**config.mk**
```make
export PLATFORM = sky130hd
export DESIGN_NAME = uart_brk_tx
export DESIGN_NICKNAME = d
export VERILOG_FILES = /design/src/rtl/uart_brk_pkg.sv /design/src/rtl/uart_brk_hold.sv /design/src/rtl/uart_brk_seq.sv /design/src/rtl/uart_brk_shift.sv /design/src/rtl/uart_brk_tx.sv
export SDC_FILE = /design/constraint.sdc
export NUM_CORES = 1
export LEC_CHECK = 0
export BUFFER_PORTS_ARGS = -buffer_cell sky130_fd_sc_hd__buf_4
export CAP_MARGIN = 0
export CORE_MARGIN = 1
export CORE_UTILIZATION = 30
export DETAILED_ROUTE_END_ITERATION = 10
export GPL_TIMING_DRIVEN = 0
export HOLD_SLACK_MARGIN = 0.15
export PLACE_DENSITY = 0.55
export SLEW_MARGIN = 20
export SYNTH_ARGS = -nofsm -noshare
export SYNTH_HDL_FRONTEND = slang
export SYNTH_HIERARCHICAL = 1
export SYNTH_SLANG_ARGS = --single-unit
```
**constraint.sdc**
```tcl
create_clock -name clk -period 5.98 [get_ports clk]
set_input_delay 0.897 -clock clk [delete_from_list [all_inputs] [get_ports clk]]
set_output_delay 0.897 -clock clk [all_outputs]
set_load 0.02 [all_outputs]
```
**src/rtl/uart_brk_pkg.sv**
```systemverilog
// Shared types for the serial transmitter.
// Assumes: used only by the uart_brk_* modules.
package uart_brk_pkg;

    // What the sequencer is currently shifting out.
    typedef enum logic [2:0] {
        ST_IDLE,
        ST_PRE,
        ST_DATA,
        ST_BRK,
        ST_MARK
    } tx_state_e;

    // What the shift register loads at a character boundary.
    typedef enum logic [1:0] {
        LD_NONE,
        LD_ONES,
        LD_FRAME
    } load_e;

endpackage

```
**src/rtl/uart_brk_hold.sv**
```systemverilog
// One-entry holding buffer for a data byte and its ninth bit.
// Assumes: a write in the same cycle as a take leaves the buffer full
// with the new data, while the older data goes to the shift register.
module uart_brk_hold #(
    parameter int DATA_W = 8
) (
    input  logic              clk,
    input  logic              rst_n,
    input  logic              wr_stb,
    input  logic [DATA_W-1:0] wr_data,
    input  logic              bit8_in,
    input  logic              take,
    output logic              hold_full,
    output logic [DATA_W-1:0] hold_data,
    output logic              hold_b8
);

    // Fill flag: a write sets it, and a take without a write clears it.
    always_ff @(posedge clk) begin
        if (!rst_n) begin
            hold_full <= 1'b0;
        end else begin
            hold_full <= wr_stb | (hold_full & ~take);
        end
    end

    // Capture the byte and the ninth bit together on every write.
    always_ff @(posedge clk) begin
        if (!rst_n) begin
            hold_data <= '0;
            hold_b8   <= 1'b0;
        end else if (wr_stb) begin
            hold_data <= wr_data;
            hold_b8   <= bit8_in;
        end
    end

endmodule

```
**src/rtl/uart_brk_seq.sv**
```systemverilog
// Bit-time sequencer: counts the bits of the current item and, at each
// boundary, chooses the next item. The priority order is lead-in, break,
// trailing mark after a break, held data, then idle.
// Assumes: bit_tick is a one-cycle pulse, and an inactive transmitter
// drops straight back to idle.
module uart_brk_seq
    import uart_brk_pkg::*;
#(
    parameter int DATA_W    = 8,
    parameter int LIN_EXTRA = 3,
    parameter int CNT_W     = $clog2(DATA_W + 3 + LIN_EXTRA + 1)
) (
    input  logic  clk,
    input  logic  rst_n,
    input  logic  bit_tick,
    input  logic  active,
    input  logic  nine_bit,
    input  logic  lin_mode,
    input  logic  brk_req,
    input  logic  hold_full,
    output load_e ld_kind,
    output logic  take,
    output logic  shift_en,
    output logic  in_brk
);

    localparam int FRAME_SHORT = DATA_W + 2;
    localparam int FRAME_LONG  = DATA_W + 3;

    tx_state_e        state_q;
    tx_state_e        pick;
    logic [CNT_W-1:0] cnt_q;
    logic [CNT_W-1:0] pick_len;
    logic [CNT_W-1:0] frame_len;
    logic [CNT_W-1:0] brk_len;
    logic             act_q;
    logic             pre_pend;
    logic             busy;
    logic             boundary;

    // Item lengths in bit times for the current mode settings.
    always_comb begin
        frame_len = nine_bit ? CNT_W'(FRAME_LONG) : CNT_W'(FRAME_SHORT);
        brk_len   = lin_mode ? frame_len + CNT_W'(LIN_EXTRA) : frame_len;
    end

    // Boundary detection and the shift strobe.
    always_comb begin
        busy     = (state_q != ST_IDLE);
        boundary = bit_tick && active && (!busy || cnt_q == CNT_W'(1));
        shift_en = bit_tick && active && busy && !boundary;
        in_brk   = (state_q == ST_BRK);
    end

    // Choose the next item by priority.
    always_comb begin
        pick     = ST_IDLE;
        pick_len = '0;
        if (pre_pend) begin
            pick     = ST_PRE;
            pick_len = frame_len;
        end else if (brk_req) begin
            pick     = ST_BRK;
            pick_len = brk_len;
        end else if (state_q == ST_BRK) begin
            pick     = ST_MARK;
            pick_len = CNT_W'(1);
        end else if (hold_full) begin
            pick     = ST_DATA;
            pick_len = frame_len;
        end
    end

    // Tell the shift register and the buffer what happens at this boundary.
    always_comb begin
        take    = boundary && (pick == ST_DATA);
        ld_kind = LD_NONE;
        if (boundary) begin
            ld_kind = (pick == ST_DATA) ? LD_FRAME : LD_ONES;
        end
    end

    // Remember the previous enable level so a rising edge can be seen.
    always_ff @(posedge clk) begin
        if (!rst_n) begin
            act_q <= 1'b0;
        end else begin
            act_q <= active;
        end
    end

    // Lead-in request: raised when the transmitter turns on, cleared once the lead-in starts.
    always_ff @(posedge clk) begin
        if (!rst_n || !active) begin
            pre_pend <= 1'b0;
        end else if (!act_q) begin
            pre_pend <= 1'b1;
        end else if (boundary && pick == ST_PRE) begin
            pre_pend <= 1'b0;
        end
    end

    // Current item and the number of bits it has left.
    always_ff @(posedge clk) begin
        if (!rst_n || !active) begin
            state_q <= ST_IDLE;
            cnt_q   <= '0;
        end else if (boundary) begin
            state_q <= pick;
            cnt_q   <= pick_len;
        end else if (shift_en) begin
            cnt_q <= cnt_q - CNT_W'(1);
        end
    end

endmodule

```
**src/rtl/uart_brk_shift.sv**
```systemverilog
// Shift register: loads a framed character or all ones and shifts right on
// each bit tick, filling with ones. Break bits are forced low at the output.
// Assumes: in 8-bit mode the unused top position holds a 1 that is never sent.
module uart_brk_shift
    import uart_brk_pkg::*;
#(
    parameter int DATA_W = 8
) (
    input  logic              clk,
    input  logic              rst_n,
    input  logic              active,
    input  load_e             ld_kind,
    input  logic              shift_en,
    input  logic              in_brk,
    input  logic              nine_bit,
    input  logic [DATA_W-1:0] hold_data,
    input  logic              hold_b8,
    output logic              txd_raw
);

    localparam int FW = DATA_W + 3;

    logic [FW-1:0] sreg;
    logic [FW-1:0] frame_word;

    // Frame layout: stop, optional ninth bit, data, start in the LSB.
    always_comb begin
        frame_word = {1'b1, (nine_bit ? hold_b8 : 1'b1), hold_data, 1'b0};
    end

    // Load at a boundary, otherwise shift towards the LSB.
    always_ff @(posedge clk) begin
        if (!rst_n || !active) begin
            sreg <= '1;
        end else begin
            case (ld_kind)
                LD_FRAME: sreg <= frame_word;
                LD_ONES:  sreg <= '1;
                default: begin
                    if (shift_en) begin
                        sreg <= {1'b1, sreg[FW-1:1]};
                    end
                end
            endcase
        end
    end

    // Uninverted line level.
    always_comb begin
        txd_raw = in_brk ? 1'b0 : sreg[0];
    end

endmodule

```
**src/rtl/uart_brk_tx.sv**
```systemverilog
// Top of the serial transmitter: holding buffer, sequencer and shift register,
// plus output inversion, output enable and the empty interrupt.
// Assumes: bit_tick comes from an external bit-rate divider.
module uart_brk_tx
    import uart_brk_pkg::*;
#(
    parameter int DATA_W    = 8,
    parameter int LIN_EXTRA = 3
) (
    input  logic              clk,
    input  logic              rst_n,
    input  logic              bit_tick,
    input  logic              blk_en,
    input  logic              tx_en,
    input  logic              nine_bit,
    input  logic              bit8_in,
    input  logic              lin_mode,
    input  logic              brk_req,
    input  logic              inv_out,
    input  logic              irq_en,
    input  logic              wr_stb,
    input  logic [DATA_W-1:0] wr_data,
    output logic              txd,
    output logic              txd_oe,
    output logic              tx_empty,
    output logic              irq
);

    logic              active;
    logic              hold_full;
    logic [DATA_W-1:0] hold_data;
    logic              hold_b8;
    logic              take;
    logic              shift_en;
    logic              in_brk;
    logic              txd_raw;
    load_e             ld_kind;

    // The transmitter runs only while both enables are set.
    always_comb begin
        active   = blk_en && tx_en;
        txd      = txd_raw ^ inv_out;
        txd_oe   = blk_en;
        tx_empty = !hold_full;
        irq      = tx_empty && irq_en;
    end

    uart_brk_hold #(.DATA_W(DATA_W)) u_hold (
        .clk       (clk),
        .rst_n     (rst_n),
        .wr_stb    (wr_stb),
        .wr_data   (wr_data),
        .bit8_in   (bit8_in),
        .take      (take),
        .hold_full (hold_full),
        .hold_data (hold_data),
        .hold_b8   (hold_b8)
    );

    uart_brk_seq #(.DATA_W(DATA_W), .LIN_EXTRA(LIN_EXTRA)) u_seq (
        .clk       (clk),
        .rst_n     (rst_n),
        .bit_tick  (bit_tick),
        .active    (active),
        .nine_bit  (nine_bit),
        .lin_mode  (lin_mode),
        .brk_req   (brk_req),
        .hold_full (hold_full),
        .ld_kind   (ld_kind),
        .take      (take),
        .shift_en  (shift_en),
        .in_brk    (in_brk)
    );

    uart_brk_shift #(.DATA_W(DATA_W)) u_shift (
        .clk       (clk),
        .rst_n     (rst_n),
        .active    (active),
        .ld_kind   (ld_kind),
        .shift_en  (shift_en),
        .in_brk    (in_brk),
        .nine_bit  (nine_bit),
        .hold_data (hold_data),
        .hold_b8   (hold_b8),
        .txd_raw   (txd_raw)
    );

endmodule

```
==> flow_metrics.tcl <==
set metrics [dict create \
    status "complete, no violations" \
    grt_pass1_vias 1156 \
    rsz0062_at_grt "false" \
    cts_max_level 2 \
    rows 25 \
    p_sw_share_pct 22.3 \
    dpl.hpwl_mm 2.34 \
    drc 0 \
    fmax_mhz 366 \
    post_cts_buffers 0 \
    synth_seq_cells 29 \
    cts-hold-fix-buffers 0 \
    avgSynthCellArea_um2 9.24 \
    synth_cells 169 \
    yosysSeqAreaShare_pct 37.2 \
    cts_tree "yes" \
    syn_nets 195 \
    max_cap_violations 0 \
    ir_drop_v 0.000153 \
    cts_resized 0 \
    yosysTopAreaCellShare_pct 37.2 \
    power_leakage_uw 0.000832 \
    grt_pass1_wl_mm 5.56 \
    antenna_cells 0 \
    place_area_mm2 0.00181 \
    ys_async_sr_fraction_pct 0 \
    path_cells "buf_4 > and2_1 > and2_1 > o21ai_2 > nor2b_1 > inv_1 > ha_1 > clkbuf_1 > buf_6 > a211oi_1 > o311ai_1" \
    power.internal_uw 363 \
    slowest_delay_ps 300 \
    io_pins 24 \
    startpoint_type "input port" \
    initial_core_util_pct 32.0 \
    portBuffers 22 \
    worstSetupPathType "in -> reg" \
    cp_data_required_time_ps 6160 \
    cp.arrival_ps 2910 \
    hold_violations 0 \
    fp.dieW_um 74.1 \
    vias 1235 \
    period_needed_ps 2730 \
    overflow 0 \
    fillers 540 \
    dp_slack_ps 2950 \
    numClockSinks 29 \
    clkTransAtPathRegs_ps 60 \
    coreArea_mm2 0.00488 \
    die_h_um 74.1 \
    switching_power_uw 104 \
    yosys_warnings 6 \
    cts_buffers 5 \
    yosys.area.top_type "dfxtp_1" \
    viasPerCell 4.64 \
    synth_area_mm2 0.00156 \
    post-route-period-util_pct 45.7 \
    fin_area_mm2 0.00193 \
    relSlewSlack_pct 64.9 \
    track_usage_pct 13.6 \
    worstMarginPinSlew_ps 514 \
    grt_max_degree 14 \
    drive_gt1_share_pct 23.6 \
    area_growth_pct 23.4 \
    tns_ps 0 \
    antenna_found_initial 0 \
    combPwrFrac_pct 11.9 \
    fin_worst_skew_ps 4.68 \
    clock_latency_ps 280 \
    slew_viol_final 0 \
    cts_root_buf "clkbuf_8" \
    gp_congestion 0.766 \
    clkPwrFrac_pct 44.5 \
    hp-class "reg -> reg" \
    seqPwrFrac_pct 43.6 \
    dr.pass1.iters 4 \
    fin_nets 224 \
    yosys.cell_types.count 39 \
    ant_nets 0 \
    fin_ws_ps 3250 \
    cts.path.max_buffers 2 \
    r2r_setup_slack_ps 3510 \
    power_uw 467 \
    avgRoutedWirePerCell_um 12.1 \
    die_area_mm2 0.00550 \
    drtIter0Drc 72 \
    wirelength_mm 3.22 \
    crit_slowest_cell "clkbuf_1" \
    synth_ff_type "dfxtp_1" \
    cp-end-kind "flip-flop" \
    synth_area_leaders "dfxtp_1, nor2b_1, mux2i_1" \
    worst-path-max-fanout 10 \
    cp_common_cell "and2_1" \
    setup_violations 0 \
    synth_edf_count 0 \
    power.density_mw_per_mm2 243 \
]
## synth_stat cells, drive strengths merged (3+ instances only)
cell type / count
a211oi: 12
a21oi: 6
and2: 3
buf: 7
clkbuf: 3
dfxtp: 29
ha: 6
inv: 10
mux2i: 10
nand2: 12
nor2: 9
nor2b: 23
nor3: 6
o21ai: 6
o311ai: 8
## through the flow
step	std cells	hold slack [ps]	util (%)
2_1_floorplan	169	385	-
3_3_place_gp	258	387	37.1
3_5_place_dp	258	402	37.1
4_1_cts	266	411	39.5
5_1_grt	266	429	39.5
6_report	266	406	39.5
## power groups by stage
| stage | Combinational [uW] | Clock, uW | Sequential, uW |
|---|---|---|---|
| final | 55.8 | 208 | 204 |
| after global routing | 62.0 | 223 | 205 |
| after CTS | 56.2 | 217 | 204 |
| after detailed placement | 55.9 | 0 | 208 |
| after global placement | 55.6 | 0 | 208 |
| after floorplan | 35.6 | 0 | 207 |
## critical path, delay by kind of cell
family,cells,cell delay [ps]
buffers and inverters,4,670
and+or+nand+nor,3,620
AOI/OAI and AO/OA,3,450
adders and majority gates,1,270
## cell families after synthesis
group / count (synthesis) / synth area share (%)
XOR/XNOR: 2 / 1.12
multiplexers: 10 / 6.41
AO/OA/AOI/OAI: 41 / 20.0
flip-flops: 29 / 37.2
adder cells (fa/ha/maj): 6 / 4.81
buffers and inverters: 20 / 7.93
AND/OR/NAND/NOR: 61 / 22.5
## flip-flops by register name (all words and copies together) (netlist names)
name and cells:
u_hold/hold_b8 1, u_hold/hold_data 8, u_hold/hold_full 1, u_seq/act_q 1, u_seq/cnt_q 4, u_seq/pre_pend 1, u_seq/state_q 3, u_shift/sreg 10
## routing by layer
metal  vias up  global-route usage (%)  wire length [um]
li1        656                       -                 -
met2        32                    18.1              1260
met5         -                       0                 0
met3         6                    3.39               140
met1       541                    19.7              1740
met4         0                    7.69                81
## worst paths after layout
check / from / end / depth (start not counted)
max: blk_en / u_shift/sreg[1] / 11
min: u_seq/act_q / u_seq/pre_pend / 1
max reg2reg: u_seq/cnt_q[1] / u_shift/sreg[1] / 11
min reg2reg: u_seq/act_q / u_seq/pre_pend / 1
## cell type report
cell class,instances,area (um^2),share of cell area [%]
Inverter,10,37.5,1.95
Timing Repair Buffer,22,165,8.57
Buffer,10,86.3,4.48
Multi-Input combinational cell,120,857,44.5
Tap cell,67,83.8,4.35
Clock inverter,1,30.0,1.56
Sequential cell,29,581,30.1
Clock buffer,7,86.3,4.48
## cell usage in the layout, fill, tap and decap left out, types with 2 or more instances in the layout
master / instances
dfxtp_1: 29
o21ai_2: 2
a21oi_1: 6
nor3_2: 2
buf_4: 24
inv_1: 10
or3_1: 2
o311ai_1: 8
o21a_1: 2
nor2b_1: 23
a211oi_1: 11
buf_6: 4
nor2_1: 9
nor3_1: 3
nand2_1: 12
mux2i_1: 10
clkbuf_8: 7
and2_1: 2
clkbuf_1: 3
xor2_1: 2
ha_1: 6
o21ai_0: 4
Note: power is estimated with default switching activity, not from simulation.
